### config.mk
export PLATFORM = sky130hd
export DESIGN_NAME = cm_ctrl_regs
export DESIGN_NICKNAME = d
export VERILOG_FILES = /design/src/rtl/cm_ctrl_regs.sv
export SDC_FILE = /design/constraint.sdc
export NUM_CORES = 1
export LEC_CHECK = 0
export ABC_CLOCK_PERIOD_IN_PS = 9800
export BUFFER_PORTS_ARGS = -buffer_cell sky130_fd_sc_hd__buf_2
export CAP_MARGIN = 40
export CORE_MARGIN = 2
export CORE_UTILIZATION = 66
export CTS_CLUSTER_SIZE = 14
export DETAILED_ROUTE_END_ITERATION = 7
export PLACE_DENSITY_LB_ADDON = 0.15
export SLEW_MARGIN = 10
export SYNTH_ARGS = -nofsm -noshare
export SYNTH_HDL_FRONTEND = slang
export SYNTH_SLANG_ARGS = --single-unit
### constraint.sdc
create_clock -name clk -period 9.8 [get_ports clk]
set_input_delay 1.96 -clock clk [delete_from_list [all_inputs] [get_ports clk]]
set_output_delay 1.96 -clock clk [all_outputs]
set_load 0.05 [all_outputs]
### src/rtl/cm_ctrl_regs.sv
module cm_ctrl_regs #(
  parameter int ADDR_W = 12,
  parameter int MEM_MB = 128,
  parameter int CLK_HZ = 50_000_000,
  parameter int REF_HZ = 24_000_000
) (
  input  logic              clk,
  input  logic              rst_n,
  input  logic              wr_en,
  input  logic [ADDR_W-1:0] addr,
  input  logic [31:0]       wdata,
  output logic [31:0]       rdata,
  output logic              remap,
  output logic              reset_req,
  output logic              led
);
  localparam int WORD_W = ADDR_W - 2;
  localparam int ACC_W  = $clog2(CLK_HZ) + 1;
  localparam logic [15:0] UNLOCK_KEY = 16'hA05F;
  localparam logic [2:0] SIZE_CODE = (MEM_MB >= 256) ? 3'd4 : (MEM_MB >= 128) ? 3'd3 :
                                     (MEM_MB >= 64)  ? 3'd2 : (MEM_MB >= 32)  ? 3'd1 : 3'd0;
  localparam logic [7:0] SIZE_BYTE = (MEM_MB >= 256) ? 8'd64 : (MEM_MB >= 128) ? 8'd32 :
                                     (MEM_MB >= 64)  ? 8'd16 : (MEM_MB >= 32)  ? 8'd4 : 8'd2;

  localparam logic [WORD_W-1:0] W_ID     = WORD_W'(0);
  localparam logic [WORD_W-1:0] W_PROC   = WORD_W'(1);
  localparam logic [WORD_W-1:0] W_OSC    = WORD_W'(2);
  localparam logic [WORD_W-1:0] W_CTRL   = WORD_W'(3);
  localparam logic [WORD_W-1:0] W_STAT   = WORD_W'(4);
  localparam logic [WORD_W-1:0] W_LOCK   = WORD_W'(5);
  localparam logic [WORD_W-1:0] W_AUX    = WORD_W'(7);
  localparam logic [WORD_W-1:0] W_SDRAM  = WORD_W'(8);
  localparam logic [WORD_W-1:0] W_INIT   = WORD_W'(9);
  localparam logic [WORD_W-1:0] W_COUNT  = WORD_W'(10);
  localparam logic [WORD_W-1:0] W_FSET   = WORD_W'(12);
  localparam logic [WORD_W-1:0] W_FCLR   = WORD_W'(13);
  localparam logic [WORD_W-1:0] W_NVSET  = WORD_W'(14);
  localparam logic [WORD_W-1:0] W_NVCLR  = WORD_W'(15);
  localparam logic [WORD_W-1:0] W_ISTAT  = WORD_W'(16);
  localparam logic [WORD_W-1:0] W_IRAW   = WORD_W'(17);
  localparam logic [WORD_W-1:0] W_IENSET = WORD_W'(18);
  localparam logic [WORD_W-1:0] W_IENCLR = WORD_W'(19);
  localparam logic [WORD_W-1:0] W_SWSET  = WORD_W'(20);
  localparam logic [WORD_W-1:0] W_SWCLR  = WORD_W'(21);
  localparam logic [WORD_W-1:0] W_FSTAT  = WORD_W'(24);
  localparam logic [WORD_W-1:0] W_FRAW   = WORD_W'(25);
  localparam logic [WORD_W-1:0] W_FENSET = WORD_W'(26);
  localparam logic [WORD_W-1:0] W_FENCLR = WORD_W'(27);

  logic [WORD_W-1:0] word;
  logic [31:0] osc_q, aux_q, sdram_q, init_q, flags_q, nvflags_q, irq_en_q, fiq_en_q, cnt_q;
  logic [15:0] lock_q;
  logic        led_q, remap_q, soft_q, reset_req_q, unlocked, in_window, unused_bits;
  logic [ACC_W-1:0] acc_q, acc_sum;
  logic        tick;

  assign word        = addr[ADDR_W-1:2];
  assign unused_bits = ^addr[1:0];
  assign unlocked    = (lock_q == UNLOCK_KEY);
  assign in_window   = (addr[ADDR_W-1:7] == (ADDR_W-7)'(2));
  assign led         = led_q;
  assign remap       = remap_q;
  assign reset_req   = reset_req_q;

  function automatic logic [7:0] presence_byte(input logic [4:0] idx);
    case (idx)
      5'd0:  return 8'd128;  5'd1:  return 8'd8;    5'd2:  return 8'd4;    5'd3:  return 8'd11;
      5'd4:  return 8'd9;    5'd5:  return 8'd1;    5'd6:  return 8'd64;   5'd8:  return 8'd2;
      5'd9:  return 8'd160;  5'd10: return 8'd160;  5'd13: return 8'd8;    5'd15: return 8'd1;
      5'd16: return 8'd14;   5'd17: return 8'd4;    5'd18: return 8'd28;   5'd19: return 8'd1;
      5'd20: return 8'd2;    5'd21: return 8'd32;   5'd22: return 8'd192;  5'd27: return 8'd48;
      5'd28: return 8'd40;   5'd29: return 8'd48;   5'd30: return 8'd40;   5'd31: return SIZE_BYTE;
      default: return 8'd0;
    endcase
  endfunction

  always_ff @(posedge clk or negedge rst_n) begin
    if (!rst_n) begin
      osc_q       <= 32'h0100_0048;
      aux_q       <= 32'h0007_FEFF;
      sdram_q     <= 32'h0001_1122 | {27'd0, SIZE_CODE, 2'd0};
      init_q      <= 32'h0000_0112;
      lock_q      <= '0;
      led_q       <= 1'b0;
      remap_q     <= 1'b0;
      reset_req_q <= 1'b0;
      flags_q     <= '0;
      nvflags_q   <= '0;
      irq_en_q    <= '0;
      fiq_en_q    <= '0;
      soft_q      <= 1'b0;
    end else begin
      reset_req_q <= 1'b0;
      if (wr_en) begin
        case (word)
          W_OSC:    if (unlocked) osc_q <= wdata;
          W_AUX:    if (unlocked) aux_q <= wdata;
          W_LOCK:   lock_q <= wdata[15:0];
          W_CTRL: begin
            led_q       <= wdata[0];
            remap_q     <= wdata[2];
            reset_req_q <= wdata[3];
          end
          W_SDRAM:  sdram_q   <= wdata;
          W_INIT:   init_q    <= wdata;
          W_FSET:   flags_q   <= flags_q | wdata;
          W_FCLR:   flags_q   <= flags_q & ~wdata;
          W_NVSET:  nvflags_q <= nvflags_q | wdata;
          W_NVCLR:  nvflags_q <= nvflags_q & ~wdata;
          W_IENSET: irq_en_q  <= irq_en_q | wdata;
          W_IENCLR: irq_en_q  <= irq_en_q & ~wdata;
          W_FENSET: fiq_en_q  <= fiq_en_q | wdata;
          W_FENCLR: fiq_en_q  <= fiq_en_q & ~wdata;
          W_SWSET:  if (wdata[0]) soft_q <= 1'b1;
          W_SWCLR:  if (wdata[0]) soft_q <= 1'b0;
          default: ;
        endcase
      end
    end
  end

  assign acc_sum = acc_q + ACC_W'(REF_HZ);
  assign tick    = (acc_sum >= ACC_W'(CLK_HZ));

  always_ff @(posedge clk or negedge rst_n) begin
    if (!rst_n) begin
      acc_q <= '0;
      cnt_q <= '0;
    end else begin
      acc_q <= tick ? acc_sum - ACC_W'(CLK_HZ) : acc_sum;
      if (tick) cnt_q <= cnt_q + 32'd1;
    end
  end

  always_comb begin
    rdata = '0;
    if (in_window) begin
      rdata = {24'd0, presence_byte(addr[6:2])};
    end else begin
      case (word)
        W_ID:     rdata = 32'h411A_3001;
        W_PROC:   rdata = 32'h0;
        W_OSC:    rdata = osc_q;
        W_CTRL:   rdata = {29'd0, remap_q, 1'b0, led_q};
        W_STAT:   rdata = 32'h0010_0000;
        W_LOCK:   rdata = unlocked ? 32'h0001_A05F : {16'd0, lock_q};
        W_AUX:    rdata = aux_q;
        W_SDRAM:  rdata = sdram_q;
        W_INIT:   rdata = init_q;
        W_COUNT:  rdata = cnt_q;
        W_FSET:   rdata = flags_q;
        W_NVSET:  rdata = nvflags_q;
        W_ISTAT:  rdata = {31'd0, soft_q} & irq_en_q;
        W_IRAW:   rdata = {31'd0, soft_q};
        W_IENSET: rdata = irq_en_q;
        W_SWSET:  rdata = {31'd0, soft_q};
        W_FSTAT:  rdata = {31'd0, soft_q} & fiq_en_q;
        W_FRAW:   rdata = {31'd0, soft_q};
        W_FENSET: rdata = fiq_en_q;
        default:  rdata = '0;
      endcase
    end
  end

  assert_lock_write_R2: assert property (@(posedge clk) disable iff (!rst_n)
    !$stable(lock_q) |-> $past(wr_en && word == W_LOCK));

  assert_osc_gated_R3: assert property (@(posedge clk) disable iff (!rst_n)
    (!$stable(osc_q) || !$stable(aux_q)) |-> $past(lock_q) == UNLOCK_KEY);

  assert_reset_pulse_R5: assert property (@(posedge clk) disable iff (!rst_n)
    reset_req |-> $past(wr_en && word == W_CTRL && wdata[3]));

  assert_reset_single_R5: assert property (@(posedge clk) disable iff (!rst_n)
    reset_req |=> !reset_req);

  assert_flag_clear_R6: assert property (@(posedge clk) disable iff (!rst_n)
    (wr_en && word == W_FCLR) |=> (flags_q & $past(wdata)) == 32'd0);

  assert_count_step_R8: assert property (@(posedge clk) disable iff (!rst_n)
    (cnt_q == $past(cnt_q)) || (cnt_q == $past(cnt_q) + 32'd1));
endmodule

==> results.yml <==
worst_hold_path:
  hold_class: "register to register"
  holdCritStartpoint: "cnt_q[31]"
synth:
  synth_edf_count: 0
  ys_ff_latch: 328
  synthArstFlopShare_pct: 100
  netlist_area_um2: 15700
  seq_area_frac_synth_pct: 52.6
  syn-instance-count: 1437
  synth_warnings: 0
  synth.distinct_cells: 62
  synth_ff_type: "dfrtp_1"
  syn_avg_cell_area_um2: 10.9
  synth_nets: 1493
floorplanning:
  fp.dieW_um: 158
  rows: 56
  ios: 82
  initial_core_util_pct: 67.0
  die_area_um2: 25000
  die_height_um: 158
  core_area_um2: 23400
cts:
  ctsRootBufferMaster: "clkbuf_16"
  clock-sinks: 328
  post-cts-setup-buffers: 0
  clk-insertion-delay-late_ns: 0.51
  cts_tree: "yes"
  path_clk_slew_ns: 0.06
  max-clock-path-buffers: 3
  htree_levels: 2
  cts-resized-gates: 0
  cts_hold_buffers: 0
  cts_buffers: 35
final_layout:
  final_cell_mix: "dfrtp_1 (297), mux2_2 (149), a21oi_1 (143)"
  regArea_um2: 8250
  syn_to_final_growth_pct: 11.3
  n_fill_cell: 1665
  layout-drive-gt1-share_pct: 24.8
  multi_input_area_um2: 6830
  layout_commonest_cell: "dfrtp_1"
  layout.nets: 1491
placement:
  io_buffers: 79
  dp.final_hpwl_mm: 25.1
  gp_congestion: 0.874
global_routing:
  grt_pass1_vias: 12400
  grt_start_max_net_pins: 195
  overflow: 0
  grt_first_pass_wirelength_mm: 68.4
  track_usage_pct: 35.3
  antenna_found_initial: 1
critical_path:
  path_class: "primary input to primary output"
  cp-start-kind: "primary input"
  worst_ep_required_time_ns: 7.84
  cp_top_family: "simple AND/OR/NAND/NOR gates"
  crit_path_cell_trace: "buf_2 -> or3_1 -> nor4_1 -> buf_4 -> and3_1 -> and2_1 -> buf_4 -> a222oi_1 -> inv_1 -> a221oi_1 -> nand3_1 -> buf_2"
  cp_max_fo: 22
  cp_slowest_stage_delay_ns: 0.69
  slowest_stage: "and2_1"
  cp-end-kind: "primary output"
  crit_start: "addr[9]"
  cp.arrival_ns: 4.90
  r2r_start: "acc_q[9]"
  path_buf_inv: 5
drt:
  drc: 0
  drt-total-wl_mm: 43.4
  drt_iter0_markers: 1676
  vias_per_cell: 7.07
  via_count: 12600
  detail_route.wl_per_cell_um: 24.4
  postRouteAntennaNets: 0
  drtPass1Iterations: 8
power_and_ir_drop:
  pwr_density_cell_nw_per_um2: 161
  vdd_drop_max_uv: 145
  leakage_nw: 8.13
  p_total_mw: 2.82
timing:
  fin_crit_sh_pct: 70.0
  slew_viol_final: 0
  fmax_ghz: 0.146
  finClkSkew_ns: 0.0102
  period_needed_ns: 6.86
  whs_ns: 0.483
  tns_ns: 0
  setup_violations: 0
  worst_pin_slew_ns: 1.07
  slew_headroom_pct: 28.8
  rsz0062_at_grt: "false"
  hold_violations: 0
flow_run:
  cap_viol_max_count: 0
run_status:
  status: "finished, final reports clean"
cell usage after synthesis (27+ instances only):
library cell  number  share of area, %
a21oi_1          143               4.6
a221oi_1          32               1.8
a222oi_1          41               2.6
a22oi_1           34               1.6
a31oi_1          131               5.2
and3_1            31               1.2
clkbuf_1         129               3.1
dfrtp_1          297                47
dfstp_2           31               5.2
mux2_2           149                11
nand2_1           63               1.5
nand3_1           46               1.5
nand4_1           27               1.1
nor2_1            29              0.69
xnor2_1           45               2.5
kinds of logic (layout without fill, tap and decap cells):
kind of cell	after synthesis	after routing	synth area share, %
AOI/OAI and AO/OA	463	463	19.8
xor gates and xnor gates	56	56	3.13
adders and majority gates	9	9	0.718
buffers and inverters	167	189	4.05
DFF	328	328	52.6
muxes	151	151	10.8
other	0	3	0
and+or+nand+nor	263	263	8.85
final timing paths:
kind / endpoint / slack, ns / cells after the start
worst max-delay path: rdata[18] / 2.94 / 12
worst min-delay path: cnt_q[31] / 0.48 / 1
worst max register to register: cnt_q[15] / 5.76 / 11
worst min register to register: cnt_q[31] / 0.48 / 1
max in group asynchronous: async pin / 6.68 / 2
min in group asynchronous: async pin / 1.56 / 1
power by group:
group | switching [mW] | internal (mW) | leakage (nW)
Sequential | 0.0118 | 1.38 | 4.39
Clock | 0.538 | 0.783 | 0.570
Combinational | 0.0811 | 0.0281 | 3.17
Total | 0.631 | 2.19 | 8.13
through the flow:
stage / cell area [um^2] / instances / util [%] / worst slack [ns]
2_1_floorplan: 15700 / 1437 / - / 3.40
3_3_place_gp: 16100 / 1708 / 68.9 / 3.01
3_5_place_dp: 16300 / 1717 / 69.6 / 3.07
4_1_cts: 17400 / 1778 / 74.6 / 3.03
5_1_grt: 17500 / 1779 / 74.6 / 2.82
6_report: 17500 / 1781 / 74.6 / 2.94
layer usage:
layer	up-vias	part of all wire, %	track usage, %
met3	128	9.6	6.24
li1	5471	-	-
met1	6322	40	50.3
met4	0	3.4	13.5
met2	674	47	54.6
met5	-	0	0
cell type report:
cell class	count	share of cell area [%]
diodes	3	0.0430
clock buffers	52	6.14
clock inverters	9	0.437
inverters	18	0.387
multi-input cells	942	39.1
flip-flops and latches	328	47.2
well taps	319	2.29
repair buffers	110	4.33
(Power assumes the default switching activity.)
